$ cat src/rtl/capt_pkg.sv
package capt_pkg;
  typedef enum logic [1:0] {
    MODE_FREE   = 2'd0,
    MODE_SYNC   = 2'd1,
    MODE_HWTRIG = 2'd2,
    MODE_SWTRIG = 2'd3
  } timerMode_e;

  typedef enum logic [1:0] {
    EDGE_OFF  = 2'd0,
    EDGE_RISE = 2'd1,
    EDGE_FALL = 2'd2,
    EDGE_BOTH = 2'd3
  } edgeMode_e;

  typedef struct packed {
    logic timerClr;
    logic timerInc;
    logic push;
  } capStrb_t;
endpackage

$ cat src/rtl/cap_ctrl.sv
module cap_ctrl
  import capt_pkg::*;
#(
  parameter int SYNC_W = 5
) (
  input  logic                      clk,
  input  logic                      rstN,
  input  logic                      tickEn,
  input  logic                      capPin,
  input  logic [(2**SYNC_W)-2:0]    syncSrc,
  input  logic [1:0]                cfgEdge,
  input  logic [1:0]                cfgPre,
  input  logic [SYNC_W-1:0]         cfgSyncSel,
  input  logic                      cfgTrig,
  input  logic [1:0]                cfgIrqCnt,
  input  logic                      swTrigSet,
  input  logic                      swTrigClr,
  output capStrb_t                  strb,
  output logic                      trigStat,
  output logic                      irqFlag
);
  localparam int PRE_W = 4;

  logic pinMeta, pinSync, pinPrev;
  logic edgeHit, capEvt, syncHit;
  logic [PRE_W-1:0] preCnt, preLimit;
  logic [1:0] irqCnt;
  timerMode_e mode;

  // two-flop synchronizer plus history flop for edge detection
  always_ff @(posedge clk or negedge rstN) begin
    if (!rstN) begin
      pinMeta <= 1'b0;
      pinSync <= 1'b0;
      pinPrev <= 1'b0;
    end else begin
      pinMeta <= capPin;
      pinSync <= pinMeta;
      pinPrev <= pinSync;
    end
  end

  always_comb begin
    unique case (edgeMode_e'(cfgEdge))
      EDGE_RISE: edgeHit = pinSync & ~pinPrev;
      EDGE_FALL: edgeHit = ~pinSync & pinPrev;
      EDGE_BOTH: edgeHit = pinSync ^ pinPrev;
      default:   edgeHit = 1'b0;
    endcase
  end

  always_comb begin
    unique case (cfgPre)
      2'b00:   preLimit = PRE_W'(0);
      2'b01:   preLimit = PRE_W'(3);
      default: preLimit = PRE_W'(15);
    endcase
  end

  assign capEvt = edgeHit && (preCnt >= preLimit);

  always_ff @(posedge clk or negedge rstN) begin
    if (!rstN) begin
      preCnt <= '0;
    end else if (edgeMode_e'(cfgEdge) == EDGE_OFF) begin
      preCnt <= '0;
    end else if (edgeHit) begin
      preCnt <= capEvt ? '0 : preCnt + PRE_W'(1);
    end
  end

  // mode decode from source code and trigger bit
  always_comb begin
    if (cfgSyncSel == '0) mode = cfgTrig ? MODE_SWTRIG : MODE_FREE;
    else                  mode = cfgTrig ? MODE_HWTRIG : MODE_SYNC;
  end

  assign syncHit = (cfgSyncSel != '0) && syncSrc[cfgSyncSel - SYNC_W'(1)];

  always_ff @(posedge clk or negedge rstN) begin
    if (!rstN)                                            trigStat <= 1'b0;
    else if (!cfgTrig || swTrigClr)                       trigStat <= 1'b0;
    else if (swTrigSet || (mode == MODE_HWTRIG && syncHit)) trigStat <= 1'b1;
  end

  always_comb begin
    strb.timerClr = (mode == MODE_SYNC && syncHit) || (cfgTrig && !trigStat);
    strb.timerInc = tickEn && !strb.timerClr;
    strb.push     = capEvt;
  end

  always_ff @(posedge clk or negedge rstN) begin
    if (!rstN) begin
      irqCnt  <= 2'd0;
      irqFlag <= 1'b0;
    end else if (edgeMode_e'(cfgEdge) == EDGE_OFF) begin
      irqCnt  <= 2'd0;
      irqFlag <= 1'b0;
    end else if (capEvt) begin
      irqFlag <= (irqCnt == cfgIrqCnt);
      irqCnt  <= (irqCnt == cfgIrqCnt) ? 2'd0 : irqCnt + 2'd1;
    end else begin
      irqFlag <= 1'b0;
    end
  end


  hw_trig_set_chk: assert property (@(posedge clk) disable iff (!rstN)
    (mode == MODE_HWTRIG && syncHit && !swTrigClr) |=> trigStat);


  sw_trig_clr_chk: assert property (@(posedge clk) disable iff (!rstN)
    swTrigClr |=> !trigStat);


  irq_after_cap_chk: assert property (@(posedge clk) disable iff (!rstN)
    irqFlag |-> $past(capEvt));
endmodule

$ cat src/rtl/cap_datapath.sv
module cap_datapath
  import capt_pkg::*;
#(
  parameter int TW    = 16,
  parameter int DEPTH = 4
) (
  input  logic          clk,
  input  logic          rstN,
  input  capStrb_t      strb,
  input  logic          popReq,
  input  logic          ovfClr,
  output logic [TW-1:0] timerVal,
  output logic [TW-1:0] popData,
  output logic          notEmpty,
  output logic          overflow
);
  localparam int PTR_W = (DEPTH > 1) ? $clog2(DEPTH) : 1;
  localparam int CNT_W = $clog2(DEPTH + 1);

  logic [TW-1:0]    mem [DEPTH];
  logic [PTR_W-1:0] wrPtr, rdPtr;
  logic [CNT_W-1:0] count;
  logic full, doPush, doPop, dropped;

  function automatic logic [PTR_W-1:0] nextPtr(input logic [PTR_W-1:0] p);
    return (p == PTR_W'(DEPTH - 1)) ? '0 : p + PTR_W'(1);
  endfunction

  always_ff @(posedge clk or negedge rstN) begin
    if (!rstN)              timerVal <= '0;
    else if (strb.timerClr) timerVal <= '0;
    else if (strb.timerInc) timerVal <= timerVal + TW'(1);
  end

  assign full    = (count == CNT_W'(DEPTH));
  assign doPop   = popReq && (count != '0);
  assign doPush  = strb.push && (!full || doPop);
  assign dropped = strb.push && !doPush;

  always_ff @(posedge clk) begin
    if (doPush) mem[wrPtr] <= timerVal;
  end

  always_ff @(posedge clk or negedge rstN) begin
    if (!rstN) begin
      wrPtr <= '0;
      rdPtr <= '0;
      count <= '0;
    end else begin
      if (doPush) wrPtr <= nextPtr(wrPtr);
      if (doPop)  rdPtr <= nextPtr(rdPtr);
      unique case ({doPush, doPop})
        2'b10:   count <= count + CNT_W'(1);
        2'b01:   count <= count - CNT_W'(1);
        default: count <= count;
      endcase
    end
  end

  always_ff @(posedge clk or negedge rstN) begin
    if (!rstN)       overflow <= 1'b0;
    else if (dropped) overflow <= 1'b1;
    else if (ovfClr)  overflow <= 1'b0;
  end

  assign popData  = mem[rdPtr];
  assign notEmpty = (count != '0);


  timer_clr_chk: assert property (@(posedge clk) disable iff (!rstN)
    strb.timerClr |=> (timerVal == '0));


  ovf_sticky_chk: assert property (@(posedge clk) disable iff (!rstN)
    (overflow && !ovfClr) |=> overflow);


  full_drop_chk: assert property (@(posedge clk) disable iff (!rstN)
    (strb.push && full && !popReq) |=> overflow);


  fifo_bound_chk: assert property (@(posedge clk) disable iff (!rstN)
    count <= CNT_W'(DEPTH));
endmodule

$ cat src/rtl/capture_timestamp.sv
module capture_timestamp
  import capt_pkg::*;
#(
  parameter int TW     = 16,
  parameter int DEPTH  = 4,
  parameter int SYNC_W = 5
) (
  input  logic                   clk,
  input  logic                   rstN,
  input  logic                   tickEn,
  input  logic                   capPin,
  input  logic [(2**SYNC_W)-2:0] syncSrc,
  input  logic [1:0]             cfgEdge,
  input  logic [1:0]             cfgPre,
  input  logic [SYNC_W-1:0]      cfgSyncSel,
  input  logic                   cfgTrig,
  input  logic [1:0]             cfgIrqCnt,
  input  logic                   swTrigSet,
  input  logic                   swTrigClr,
  input  logic                   popReq,
  input  logic                   ovfClr,
  output logic [TW-1:0]          timerOut,
  output logic [TW-1:0]          popData,
  output logic                   notEmpty,
  output logic                   overflow,
  output logic                   trigStat,
  output logic                   irqFlag
);
  capStrb_t strb;

  cap_ctrl #(.SYNC_W(SYNC_W)) u_ctrl (
    .clk(clk), .rstN(rstN), .tickEn(tickEn), .capPin(capPin),
    .syncSrc(syncSrc), .cfgEdge(cfgEdge), .cfgPre(cfgPre),
    .cfgSyncSel(cfgSyncSel), .cfgTrig(cfgTrig), .cfgIrqCnt(cfgIrqCnt),
    .swTrigSet(swTrigSet), .swTrigClr(swTrigClr),
    .strb(strb), .trigStat(trigStat), .irqFlag(irqFlag)
  );

  cap_datapath #(.TW(TW), .DEPTH(DEPTH)) u_dp (
    .clk(clk), .rstN(rstN), .strb(strb), .popReq(popReq), .ovfClr(ovfClr),
    .timerVal(timerOut), .popData(popData), .notEmpty(notEmpty),
    .overflow(overflow)
  );
endmodule

$ cat config.mk
export PLATFORM = sky130hd
export DESIGN_NAME = capture_timestamp
export DESIGN_NICKNAME = d
export VERILOG_FILES = /design/src/rtl/capt_pkg.sv /design/src/rtl/cap_ctrl.sv /design/src/rtl/cap_datapath.sv /design/src/rtl/capture_timestamp.sv
export SDC_FILE = /design/constraint.sdc
export NUM_CORES = 1
export LEC_CHECK = 0
export BUFFER_PORTS_ARGS = -buffer_cell sky130_fd_sc_hd__buf_2
export CAP_MARGIN = 20
export CELL_PAD_IN_SITES_DETAIL_PLACEMENT = 2
export CELL_PAD_IN_SITES_GLOBAL_PLACEMENT = 2
export CORE_UTILIZATION = 35
export CTS_CLUSTER_DIAMETER = 100
export DETAILED_ROUTE_END_ITERATION = 7
export PLACE_DENSITY_LB_ADDON = 0.1
export SLEW_MARGIN = 10
export SYNTH_ARGS = -nofsm -noshare
export SYNTH_HDL_FRONTEND = slang
export SYNTH_SLANG_ARGS = --single-unit
$ cat constraint.sdc
create_clock -name clk -period 2.4 [get_ports clk]
set_clock_uncertainty 0.1 [all_clocks]
set_input_delay 0.12 -clock clk [delete_from_list [all_inputs] [get_ports clk]]
set_output_delay 0.12 -clock clk [all_outputs]
set_load 0.01 [all_outputs]
# Word-level counts from Yosys, hierarchy flattened
# Memory sizes are Yosys's and may differ from the RTL's.
# Index checks and enable logic that the tools add are counted.
# totals
register_bits,35
mem_bits_rw,64
inputBits,51
output_inout_bits,36
wordCells,95
n_memories,1
# mem_list
memory,words,word_bits,rd,rd_ports_with_merged_regs,write_ports,line,text
u_dp.mem,4,16,1,0,1,cap_datapath.sv:20,logic [TW-1:0] mem [DEPTH];
# op_classes
add_sub_neg,8
order_cmp,2
eq_ne,12
mux,26
bitwise,5
n_reduce_logical,29
# ops
cell,count
16-bit 2-to-1 mux,2
"16-bit by 1-bit adder with 16-bit output, second input constant",1
2-bit 2-to-1 mux,8
"2-bit equality test, second input constant",6
4-bit 2-to-1 mux,3
2-bit nonzero test,6
1-bit logical AND,9
1-bit 2-to-1 mux,9
"2-bit by 1-bit equality test with 1-bit output, second input constant",4
4-bit case mux with 2 select lines,1
"2-bit by 1-bit adder with 2-bit output, second input constant",3
"5-bit by 6-bit less-than comparator with 1-bit output, second input constant",1
3-bit case mux with 2 select lines,1
1-bit binary-select mux with 5-bit select,1
1-bit logical NOT,5
5-bit logical NOT,1
5-bit nonzero test,1
"5-bit by 1-bit subtractor with 5-bit output, second input constant",1
"4-bit by 1-bit adder with 4-bit output, second input constant",1
4-bit greater-or-equal comparator,1
2-bit logical NOT,2
1-bit logical OR,4
"3-bit by 1-bit adder with 3-bit output, second input constant",1
"3-bit equality test, second input constant",1
other kinds (7),9

# Depth between registers and ports, before layout
# Gate-level depths: netlist of run 1.
# depth
ltp_word,10
ltp_mapped,12
ltp_nobuf,12

# By module
# From an unflattened synthesis of run 1, not the netlist that was laid out.
# unflattened
cells_unflattened,317
area_unflattened_um2,4598.2
# by_module_without_submodules
mod,n_inst,cells_per_inst,area_per_inst_um2,seq_area_each_um2
cap_datapath,1,209,3570.9,2522.4
cap_ctrl,1,108,1027.2,275.3

# Worst setup path after synthesis of run 1
# No wires, ideal clock.
# synth_timing
kind,input -> register
start,input port cfgSyncSel[0]
end,register u_dp.timerVal[1]
setup_time_ns,0.069
t_arrival_ns,2.341
required_time_ns,2.231
slack_ns,-0.110
cell_stages,11
n_path_buf,3
cell_sequence,buf_2 inv_1 ha_1 mux2_2 mux4_2 a31oi_1 o31ai_1 o2bb2a_4 buf_6 buf_12 nor2_4
# synth_via
elab_chain_cells,9
word_cells_on_any_way,14
cone_classes,add/sub (1); eq/ne (1); mux (4); reduce/logical (8)
# synth_rtl
item,line,text
from (decl),capture_timestamp.sv:15,"input logic [SYNC_W-1:0] cfgSyncSel,"
5-bit by 1-bit subtractor with 5-bit output,cap_ctrl.sv:78,assign syncHit = (cfgSyncSel != '0) && syncSrc[cfgSyncSel - SYNC_W'(1)];
1-bit binary-select mux with 5-bit select,cap_ctrl.sv:78,
1-bit 2-to-1 mux (implied by the code),cap_ctrl.sv:78,
1-bit logical AND,cap_ctrl.sv:78,
1-bit logical AND (*),cap_ctrl.sv:87,strb.timerClr = (mode == MODE_SYNC && syncHit) || (cfgTrig && !trigStat);
1-bit logical OR (*),cap_ctrl.sv:87,
1-bit logical NOT,cap_ctrl.sv:88,strb.timerInc = tickEn && !strb.timerClr;
1-bit logical AND,cap_ctrl.sv:88,
2-bit nonzero test (no line),--,
to (signal assigned),cap_datapath.sv:32,else if (strb.timerInc) timerVal <= timerVal + TW'(1);
to (decl),cap_datapath.sv:12,"output logic [TW-1:0] timerVal,"
# Mark *: on every way between the ends. The rest lies on a longest branch, timed or not. The select of a mux whose other input is x is not followed.
# A chain may end at the register's enable or synchronous reset.

# Worst setup path after layout of run 1
# layout_timing
start,register u_ctrl.preCnt[0]
end,register u_dp.count[2]
# layout_via
elab_chain_cells,5
word_cells_on_any_way,7
cone_classes,order compare (1); eq/ne (2); mux (1); reduce/logical (3)
# layout_rtl
item,line,text
from (decl),cap_ctrl.sv:26,"logic [PRE_W-1:0] preCnt, preLimit;"
from (signal assigned),cap_ctrl.sv:68,preCnt <= capEvt ? '0 : preCnt + PRE_W'(1);
4-bit greater-or-equal comparator (*),cap_ctrl.sv:60,assign capEvt = edgeHit && (preCnt >= preLimit);
1-bit logical AND (*),cap_ctrl.sv:60,
1-bit logical AND (*),cap_datapath.sv:37,assign doPush = strb.push && (!full || doPop);
2-bit by 1-bit equality test with 1-bit output or 2-bit equality test (tied branches),cap_datapath.sv:52,"unique case ({doPush, doPop})"
3-bit case mux with 2 select lines or 2-bit nonzero test (tied branches),--,
to (signal assigned),cap_datapath.sv:53,2'b10: count <= count + CNT_W'(1);
to (signal assigned),cap_datapath.sv:54,2'b01: count <= count - CNT_W'(1);
to (signal assigned),cap_datapath.sv:55,default: count <= count;
to (decl),cap_datapath.sv:22,logic [CNT_W-1:0] count;
# Mark *: on every way between the ends. The rest lies on a longest branch, timed or not.

==> metrics.md, run 1 <==
| Metric | Value |
|---|---|
| Status | complete, no violations |
| Worst relative slew slack | a little over two fifths |
| Max Clk Rate | 0.421 GHz |
| Area growth, synth to finish | 25.7% |
| Asr flop ratio synth | a little over a third |
| Unrepaired setup endpoints after global routing | true |
| Sink Count | 99 |
| Drt drc | 0 |
| Least-Margin Pin Slew | between 0.8 and 0.9 ns |
| Fraction of layout cells with a size suffix above 1 | approximately 40% |
| Chip Height | roughly 120 µm |
| Post-DRT Antenna Nets | 0 |
| GR Overflow Total | 0 |
| Sequential cell area | ~2800 µm² |
| Final Non-Filler Cells | around 620 |
| M1 GR Usage | between 10% and 20% |
| Sequential cell area fraction in the yosys report | roughly three fifths |
| Gr usage total | between 10% and 20% |
| HPWL Detailed | about 7.9 mm |
| Area of the multi-input gates | 1850 µm² |
| I/O Pins | slightly below 90 |
| Maximum vdd drop | ~0.32 mV |
| Vias/cell | about 5 |
| Setup Crit Path Kind | reg -> reg |
| Met2 GRT Util | ~30% |
| Clk Latency, worst-skew pair | 0.34 ns |
| Commonest cells after routing, fill and taps aside | 86 x buf_2, 64 x edfxtp_1, 35 x dfrtp_1 |
| Worst setup SP type | flop |
| Post-Route WL | 11.0 mm |
| Req. time, crit path | about 2.5 ns |
| Critical path peak fanout | 2 |
| TritonRoute pass-1 iters | 4 |
| # port buffers | between 80 and 90 |
| Met3 Usage GRT | 4.12% |
| Net Switching | between 1000 and 1500 µW |
| Final-report hold violation count | 0 |
| Number of global-route vias before repair | 3,364 |
| Bufs on Longest Clock Path | 2 |
| Switching Fraction | around 29% |
| TritonCTS clock tree | built |
| Die width | between 100 and 150 µm |
| Die ar. | around 14,000 µm² |
| Crit path time final | about 2.4 ns |
| Syn. warnings | 0 |
| Placed cells | between 500 and 600 |
| Int Pwr | about 3300 µW |
| Gate power share | 25.7% |
| MaxCap Viol Count | 0 |
| # fillers | 1,315 |
| Crit end category | flop |
| Synth Area per Inst | 14.5 µm² |
| First-pass GRT wire length | around 18 mm |
| CTS clk-pin slew, worst paths | about 0.07 ns |
| Nets | slightly above 500 |
| Post-Syn Area | 4720 µm² |
| Slew Viols, Final | 0 |
| Lkg Pwr | roughly 0.0025 µW |
| Mapped Cells | ~330 |
| Hold crit path type | in -> reg |
| Part of the power in registers | 44.1% |
| Initial Util | ~36% |
| DR vias | approximately 3,000 |
| Top_reg_cell synth | edfxtp_1 |
| Pwr Density | roughly 790 nW/µm² |
| Period utilization | between 90 and 100% |
| Row Count | 42 |
| Violation count after the first detailed-route iteration | ~130 |
| Post-synth net total | 391 |
| ANT cells | 0 |
| H-tree lvl count | 3 |
| Crit path DAT | 2.51 ns |
| CTS Buf Count | 9 |
| Finished Cell Area | slightly below 6000 µm² |
| Initial antenna violation count | 0 |
| Number of synthesized register bits | 99 |
| Post-synth EDFFs | 64 |
| Area of the core | between 10,000 and 15,000 µm² |
| Library cells used by synthesis | between 50 and 60 |
| Root buf cell | clkbuf_16 |
| Final Wtd Congestion | about 0.75 |
| Most Crowded Layer GR | met2 |
| Commonest non-fill, non-tap cell in the layout | buf_2 |
| Clock share of power | a little under a third |
| WL/cell | about 18 µm |
| Largest net degree at the start of global routing | 36 |
| Final setup fails | 0 |
| Placed inst area | ~5500 µm² |
==> power by group through the flow <==
stage / clock network (µW) / registers (µW) / logic [µW]
6_report: 1410 / 2060 / 1200
5_1_grt: 1490 / 2070 / 1320
4_1_cts: 1450 / 2060 / 1210
3_5_place_dp: 0 / 2090 / 1180
3_3_place_gp: 0 / 2080 / 1150
2_1_floorplan: 0 / 1990 / 834
==> metrics by stage <==
step / hold WS (ns) / setup slack (ns) / util [%] / power [µW] / setup TNS (ns)
6_report: 0.0160 / 0.0254 / 44.9 / 4660 / 0
5_1_grt: 0.0133 / -0.0852 / 44.9 / 4890 / -4.32
4_1_cts: 0.00463 / -0.00386 / 44.5 / 4720 / -0.0174
3_5_place_dp: 0.131 / -0.383 / 41.6 / 3270 / -22.73
3_3_place_gp: 0.130 / -0.222 / 41.6 / 3240 / -13.65
2_1_floorplan: -0.276 / 0.000483 / - / 2820 / 0
==> worst max-delay path: stages, from the launching register on <==
cell      delay, ns
dfrtp_1        0.39
inv_2          0.08
ha_4           0.19
nand2b_4       0.13
a211o_1        0.32
a21oi_4        0.17
nor2_4         0.06
nor2_2         0.10
fa_2           0.22
inv_2          0.03
o2111a_1       0.12
a31o_2         0.22
xor2_1         0.13
==> timing repair <==
item,CTS,global route
pin swaps,3,2
resized for setup,11,6
endpoints found under the setup margin,66,68
hold buffers,4,0
buffers inserted,2,2
gates cloned,0,0
endpoints found under the hold margin,37,0
==> sequential cells by signal, summed over array words and instances, names as in the netlist <==
register and count:
u_dp.wrPtr 2, u_ctrl.preCnt 4, u_dp.timerVal 16, u_dp.rdPtr 2, u_dp.mem 64, u_dp.overflow 1, u_ctrl.pinSync 1, u_ctrl.pinPrev 1
u_ctrl.trigStat 1, u_ctrl.irqFlag 1, u_ctrl.irqCnt 2, u_ctrl.pinMeta 1, u_dp.count 3
==> path summary, 6_finish.rpt <==
path | startpoint | end | slack (ns) | cells past startpoint
worst max-delay path | u_ctrl.preCnt[0] | u_dp.count[2] | 0.03 | 12
worst min-delay path | ovfClr | u_dp.overflow | 0.02 | 3
worst max register to register | u_ctrl.preCnt[0] | u_dp.count[2] | 0.03 | 12
worst min register to register | u_ctrl.pinMeta | u_ctrl.pinSync | 0.26 | 0
max in group asynchronous | rstN | u_dp.timerVal[0] | 1.32 | 2
min in group asynchronous | rstN | u_ctrl.irqCnt[1] | 0.34 | 2
==> kinds of logic after synthesis <==
logic type,after synthesis,synth area share (%)
AND/OR/NAND/NOR,88,10.9
multiplexers,36,12.8
flip-flops,99,59.3
AO/OA/AOI/OAI,34,5.25
adder cells (fa/ha/maj),15,4.14
XOR/XNOR,23,4.43
buffers and inverters,30,3.16
==> Yosys cell counts, types with 2 or more instances <==
cell | number | area share [%]
o22ai_1 | 2 | 0.27
nor2_4 | 10 | 2.4
nand3_1 | 12 | 1.3
a31oi_1 | 2 | 0.27
nor4b_1 | 3 | 0.56
nor2_1 | 17 | 1.4
xor2_1 | 12 | 2.2
xnor2_1 | 10 | 1.9
mux2_2 | 5 | 1.2
ha_1 | 14 | 3.7
a21oi_1 | 7 | 0.74
nand2_1 | 13 | 1.0
buf_2 | 4 | 0.42
dfrtp_1 | 35 | 19
and2_1 | 6 | 0.80
o21a_1 | 2 | 0.32
buf_6 | 2 | 0.48
edfxtp_1 | 64 | 41
nor2b_1 | 6 | 0.80
or2_2 | 2 | 0.27
nor3_1 | 7 | 0.74
nand4_1 | 5 | 0.66
mux2i_1 | 11 | 2.3
inv_1 | 20 | 1.6
o21ai_0 | 6 | 0.64
and3_1 | 3 | 0.40
mux4_2 | 19 | 9.1
clkbuf_1 | 2 | 0.16
==> metal layers <==
layer  share of wire (%)  up-vias  wire, µm
met5                   0        -         0
met4                 1.0        0       114
met3                 4.3        8       472
met2                  53       70      5810
met1                  42     1543      4590
li1                    -     1434         -
==> final cells by class <==
cell class	instances	area share, %
Clock buffer	11	4.10
Clock inverter	5	0.760
Inverter	20	1.27
Multi-Input combinational cell	196	31.3
Sequential cell	99	47.2
Tap cell	176	3.72
Timing Repair Buffer	114	11.7
(Power assumes the default switching activity.)
==> run 2: changes to the inputs <==
--- a/config.mk
+++ b/config.mk
@@ -10,6 +10,7 @@
 export CELL_PAD_IN_SITES_DETAIL_PLACEMENT = 2
 export CELL_PAD_IN_SITES_GLOBAL_PLACEMENT = 2
 export CORE_UTILIZATION = 35
+export CTS_BUF_LIST = sky130_fd_sc_hd__clkbuf_16
 export CTS_CLUSTER_DIAMETER = 100
 export DETAILED_ROUTE_END_ITERATION = 7
 export PLACE_DENSITY_LB_ADDON = 0.1
==> metrics.md, run 2 (synthesis results as in run 1) <==
| Metric | Value |
|---|---|
| Number of global-route vias before repair | 3,369 (+0.15%) |
| Hold crit path type | in -> reg |
| Bufs on Longest Clock Path | 2 (unchanged) |
| Worst relative slew slack | 41.6% (-0.22 points) |
| Row Count | 42 (unchanged) |
| GR Overflow Total | 0 (unchanged) |
| Max Clk Rate | 0.420 GHz (-0.16%) |
| Die width | 118 µm (unchanged) |
| Initial Util | 35.8% (unchanged) |
| I/O Pins | 87 (unchanged) |
| Status | complete, no violations |
| Crit path time final | 2.38 ns (+0.00379 ns) |
| Period utilization | 99.1% (+0.16 points) |
| R2R Path Start | u_ctrl.preCnt[0] |
| Largest reg by FF count | u_dp.mem |
| Drt drc | 0 (unchanged) |
| ANT cells | 0 (unchanged) |
| Nets | 508 (+0.40%) |
| Commonest non-fill, non-tap cell in the layout | buf_2 |
| Violation count after the first detailed-route iteration | 129 (+0.78%) |
| Sink Count | 99 (unchanged) |
| Crit path DAT | 2.51 ns (about the same) |
| Placed cells | 597 (unchanged) |
| Top Registers | u_dp.mem: 64 flops, u_dp.timerVal: 16 flops, u_ctrl.preCnt: 4 flops |
| Initial antenna violation count | 0 (unchanged) |
| Final-report hold violation count | 0 (unchanged) |
| HPWL Detailed | 7.87 mm (unchanged) |
| Critical path peak fanout | 2 (unchanged) |
| MaxCap Viol Count | 0 (unchanged) |
| H-tree lvl count | 3 (unchanged) |
| Post-place setup slack | -0.383 ns (unchanged) |
| TritonRoute pass-1 iters | 4 (unchanged) |
| WL/cell | 17.7 µm (about the same) |
| Unrepaired setup endpoints after global routing | true |
| Setup Crit Path Kind | reg -> reg |
| Vias/cell | 4.94 (+0.43%) |
| TritonCTS clock tree | built |
| Worst hold slack | 0.0311 ns (+0.0151 ns) |
| DR vias | 3,078 (+0.75%) |
| Area growth, synth to finish | 25.8% |
| Worst setup startpoint | u_ctrl.preCnt[0] |
| Pwr Density | 779 nW/µm² (-0.95%) |
| # port buffers | 86 (unchanged) |
| Final setup fails | 0 (unchanged) |
| Req. time, crit path | 2.53 ns (about the same) |
| Worst setup SP type | flop |
| Gr usage total | 16.9% (+0.24 points) |
| Commonest cells after routing, fill and taps aside | 86 x buf_2, 64 x edfxtp_1, 35 x dfrtp_1 |
| CTS Buf Count | 9 (unchanged) |
| Area of the core | 13,200 µm² (unchanged) |
| Post-DRT Antenna Nets | 0 (unchanged) |
| Final Non-Filler Cells | 623 (+0.32%) |
| Root buf cell | clkbuf_16 |
| CTS clk-pin slew, worst paths | 0.07 ns (about the same) |
| Least-Margin Pin Slew | 0.876 ns (+0.00335 ns) |
| First-pass GRT wire length | 18.0 mm (+1.0%) |
| Fraction of layout cells with a size suffix above 1 | 39.8% (-0.40 points) |
| Largest register FFs | 64 (unchanged) |
| Crit end category | flop |
| # fillers | 1,310 (-0.38%) |
| Final Wtd Congestion | 0.750 (unchanged) |
| Lkg Pwr | 0.00251 µW (+0.36%) |
| Largest net degree at the start of global routing | 36 (unchanged) |
| Chip Height | 118 µm (unchanged) |
| Maximum vdd drop | 0.324 mV (+2.4%) |
| Setup ws final | 0.0216 ns (-0.00379 ns) |
| Die ar. | 13,900 µm² (unchanged) |
| Hold Crit Start | cfgEdge[0] |
| Slew Viols, Final | 0 (unchanged) |
| Clk Latency, worst-skew pair | 0.35 ns (about the same) |
| Post-Route WL | 11.0 mm (+0.32%) |
run 2: cell types whose count changed in the layout (fill, tap and decap cells not counted):
cell           delta
inv_1             +2
buf_4             +1
clkbuf_1          -1
clkbuf_8          -1
clkinv_1          +1
inv_2             -1
dlygate4sd3_1     +1
run 2: power by group:
part / switching (µW) / total [µW] / internal [µW] / leakage [µW]
clock: 659 / 1370 / 713 / 0.000137
combinational: 538 / 1200 / 658 / 0.00126
sequential: 165 / 2050 / 1890 / 0.00111
run 2: through the flow:
step	setup TNS (ns)	util (%)	total power (µW)	area (µm²)
after floorplan	0	-	2820	4750
after global placement	-13.65	41.6	3240	5490
after CTS	-0.0167	44.5	4700	5870
final	0	45.0	4620	5930
after detailed placement	-22.73	41.6	3270	5490
after global routing	-4.12	45.0	4860	5930
run 2: final timing paths:
| kind | to | slack (ns) | cells past startpoint |
|---|---|---|---|
| max in group asynchronous | u_dp.timerVal[0] | 1.32 | 2 |
| worst min register to register | u_ctrl.pinSync | 0.26 | 0 |
| worst min-delay path | u_ctrl.preCnt[0] | 0.03 | 3 |
| min in group asynchronous | u_ctrl.irqCnt[1] | 0.33 | 2 |
| worst max-delay path | u_dp.count[2] | 0.02 | 12 |
| worst max register to register | u_dp.count[2] | 0.02 | 12 |
run 2: what timing repair did:
item                                    4_1_cts  5_1_grt
endpoints found under the setup margin       66       68
hold endpoints to repair                     38        0
pin swaps                                     3        1
hold buffers                                  5        0
resized for setup                            11        5
cloned                                        0        0
buffers inserted                              2        3
run 2: per-layer routing:
metal	routed length [µm]	vias up	global-route usage, %
li1	-	1441	-
met1	4540	1555	19.8
met2	5820	70	30.1
met3	494	12	4.12
met4	166	0	5.29
met5	0	-	0
run 2: critical path, cell delays in order, from the launching register on:
cell and delay (ns):
dfrtp_1 0.39, inv_2 0.08, ha_4 0.19, nand2b_4 0.13
a211o_1 0.32, a21oi_4 0.17, nor2_4 0.06, nor2_2 0.10
fa_2 0.21, inv_1 0.04, o2111a_1 0.12, a31o_2 0.22
xor2_1 0.13
run 2: area by class of cell:
cell class | instances | area [µm²] | share of cell area, %
repair buffers | 116 | 709 | 12.0
flip-flops and latches | 99 | 2800 | 47.1
well taps | 176 | 220 | 3.71
clock inverters | 7 | 52.6 | 0.886
multi-input cells | 196 | 1850 | 31.2
inverters | 20 | 75.1 | 1.27
clock buffers | 9 | 225 | 3.80
==> run 3: changes to the inputs <==
--- a/config.mk
+++ b/config.mk
@@ -13,6 +13,7 @@
 export CTS_BUF_LIST = sky130_fd_sc_hd__clkbuf_16
 export CTS_CLUSTER_DIAMETER = 100
 export DETAILED_ROUTE_END_ITERATION = 7
+export HOLD_SLACK_MARGIN = 0.12
 export PLACE_DENSITY_LB_ADDON = 0.1
 export SLEW_MARGIN = 10
 export SYNTH_ARGS = -nofsm -noshare
==> metrics.md, run 3 (synthesis results as in run 1) <==
| Metric | Value |
|---|---|
| DR vias | 3,122 (+1.4%) |
| Chip Height | 118 µm (unchanged) |
| Period utilization | 99.4% (+0.31 points) |
| Maximum vdd drop | 0.325 mV (+0.15%) |
| Sink Count | 99 (unchanged) |
| Commonest non-fill, non-tap cell in the layout | buf_2 |
| Drt drc | 0 (unchanged) |
| # fillers | 1,306 (-0.31%) |
| Post-DRT Antenna Nets | 0 (unchanged) |
| Clk Latency, worst-skew pair | 0.35 ns (about the same) |
| Reg-to-reg slack, setup | 0.01 ns (about the same) |
| Int Pwr | 3270 µW (+0.23%) |
| Switching Fraction | 29.4% (about the same) |
| Final setup fails | 0 (unchanged) |
| Setup TNS | 0 ns (unchanged) |
| Lkg Pwr | 0.00254 µW (+1.2%) |
| Crit path time final | 2.39 ns (+0.00740 ns) |
| # port buffers | 86 (unchanged) |
| Root buf cell | clkbuf_16 |
| Final Wtd Congestion | 0.750 (unchanged) |
| Setup Crit Path Kind | reg -> reg |
| First-pass GRT wire length | 18.2 mm (+1.0%) |
| Area of the multi-input gates | 1850 µm² (unchanged) |
| Net Switching | 1360 µW (+0.14%) |
| Gate power share | 26.1% (+0.2 points) |
| H-tree lvl count | 3 (unchanged) |
| Area growth, synth to finish | 27.3% |
| Area of the core | 13,200 µm² (unchanged) |
| Status | complete, no violations |
| Post-Route WL | 11.2 mm (+1.5%) |
| Worst setup SP type | flop |
| Initial Util | 35.8% (unchanged) |
| GR Overflow Total | 0 (unchanged) |
| Commonest cells after routing, fill and taps aside | 86 x buf_2, 64 x edfxtp_1, 35 x dfrtp_1 |
| Gr usage total | 17.0% (+0.13 points) |
| Largest reg by FF count | u_dp.mem |
| I/O Pins | 87 (unchanged) |
| Nets | 515 (+1.4%) |
| Bufs on Longest Clock Path | 2 (unchanged) |
| WL/cell | 17.8 µm (+0.39%) |
| CTS clk-pin slew, worst paths | 0.07 ns (about the same) |
| Largest net degree at the start of global routing | 36 (unchanged) |
| Req. time, crit path | 2.53 ns (about the same) |
| Max Clk Rate | 0.419 GHz (-0.31%) |
| Initial antenna violation count | 0 (unchanged) |
| Worst relative slew slack | 41.9% (+0.31 points) |
| Critical path peak fanout | 2 (unchanged) |
| MaxCap Viol Count | 0 (unchanged) |
| Hold crit path type | in -> reg |
| Final-report hold violation count | 0 (unchanged) |
| Row Count | 42 (unchanged) |
| Number of global-route vias before repair | 3,414 (+1.3%) |
| Pwr Density | 771 nW/µm² (-0.96%) |
| CTS Buf Count | 9 (unchanged) |
| Unrepaired setup endpoints after global routing | true |
| Slew Viols, Final | 0 (unchanged) |
| ANT cells | 0 (unchanged) |
| Vias/cell | 4.96 (+0.30%) |
| Finished Cell Area | 6000 µm² (+1.2%) |
| Die ar. | 13,900 µm² (unchanged) |
| Largest register FFs | 64 (unchanged) |
| HPWL Detailed | 7.87 mm (unchanged) |
| Sequential cell area | 2800 µm² (unchanged) |
| Crit end category | flop |
| Placed inst area | 5490 µm² (unchanged) |
| Fraction of layout cells with a size suffix above 1 | 39.2% (-0.61 points) |
| Clock share of power | 29.6% (about the same) |
| TritonCTS clock tree | built |
| TritonRoute pass-1 iters | 4 (unchanged) |
| Least-Margin Pin Slew | 0.872 ns (-0.00472 ns) |
| Part of the power in registers | 44.3% (about the same) |
| Crit path DAT | 2.52 ns (about the same) |
| Top Registers | u_dp.mem: 64 flops, u_dp.timerVal: 16 flops, u_ctrl.preCnt: 4 flops |
| Violation count after the first detailed-route iteration | 112 (-13%) |
| Die width | 118 µm (unchanged) |
run 3: cell types whose count changed in the layout (fill, tap and decap cells not counted):
cell	previous run	this run
dlygate4sd3_1	5	12
run 3: metrics by stage:
| step | std cells | util [%] | power, µW | setup slack [ns] | hold WS [ns] |
|---|---|---|---|---|---|
| 5_1_grt | 630 | 45.5 | 4870 | -0.0901 | 0.179 |
| 3_3_place_gp | 597 | 41.6 | 3240 | -0.222 | 0.130 |
| 3_5_place_dp | 597 | 41.6 | 3270 | -0.383 | 0.131 |
| 2_1_floorplan | 325 | - | 2820 | 0.000483 | -0.276 |
| 4_1_cts | 627 | 45.1 | 4710 | -0.00359 | 0.182 |
| 6_report | 630 | 45.5 | 4630 | 0.0142 | 0.125 |
run 3: worst paths after layout:
| kind | from | end | cells past startpoint |
|---|---|---|---|
| hold / removal | cfgEdge[1] | u_ctrl.preCnt[2] | 3 |
| min in group asynchronous | rstN | u_ctrl.irqCnt[1] | 2 |
| max in group asynchronous | rstN | u_ctrl.irqFlag | 2 |
| setup / recovery | u_ctrl.preCnt[0] | u_dp.count[2] | 12 |
| setup reg to reg | u_ctrl.preCnt[0] | u_dp.count[2] | 12 |
| hold reg to reg | u_ctrl.pinMeta | u_ctrl.pinSync | 0 |
run 3: critical path, cell delays in order, from the launching register on:
cell and delay (ns):
dfrtp_1 0.39, inv_2 0.08, ha_4 0.19, nand2b_4 0.13, a211o_1 0.32, a21oi_4 0.17, nor2_4 0.06, nor2_2 0.10
fa_2 0.21, inv_1 0.05, o2111a_1 0.12, a31o_2 0.22, xor2_1 0.13
run 3: power groups by stage:
stage | Clock [µW] | Sequential [µW] | Combinational [µW]
5_1_grt | 1470 | 2070 | 1330
2_1_floorplan | 0 | 1990 | 834
3_5_place_dp | 0 | 2090 | 1180
6_report | 1370 | 2050 | 1210
3_3_place_gp | 0 | 2080 | 1150
4_1_cts | 1430 | 2060 | 1220
run 3: what timing repair did:
item                       CTS  global route
pin swaps                    3             1
buffers inserted             2             3
hold buffers                12             0
hold endpoints to repair    45             0
resized for setup           11             5
cloned                       0             0
setup endpoints to repair   66            68
run 3: layout make-up:
class	instances	share of cell area, %
clock buffer	9	3.75
clock inverter	7	0.875
sequential	99	46.6
timing repair buffer	123	13.0
multi-input combinational	196	30.9
tap	176	3.67
inverter	20	1.25
run 3: metal layers:
metal,routed length [µm],up-vias,track usage [%]
li1,-,1455,-
met1,4630,1583,19.9
met2,5910,72,30.6
met3,480,12,3.97
met4,166,0,5.29
met5,0,-,0
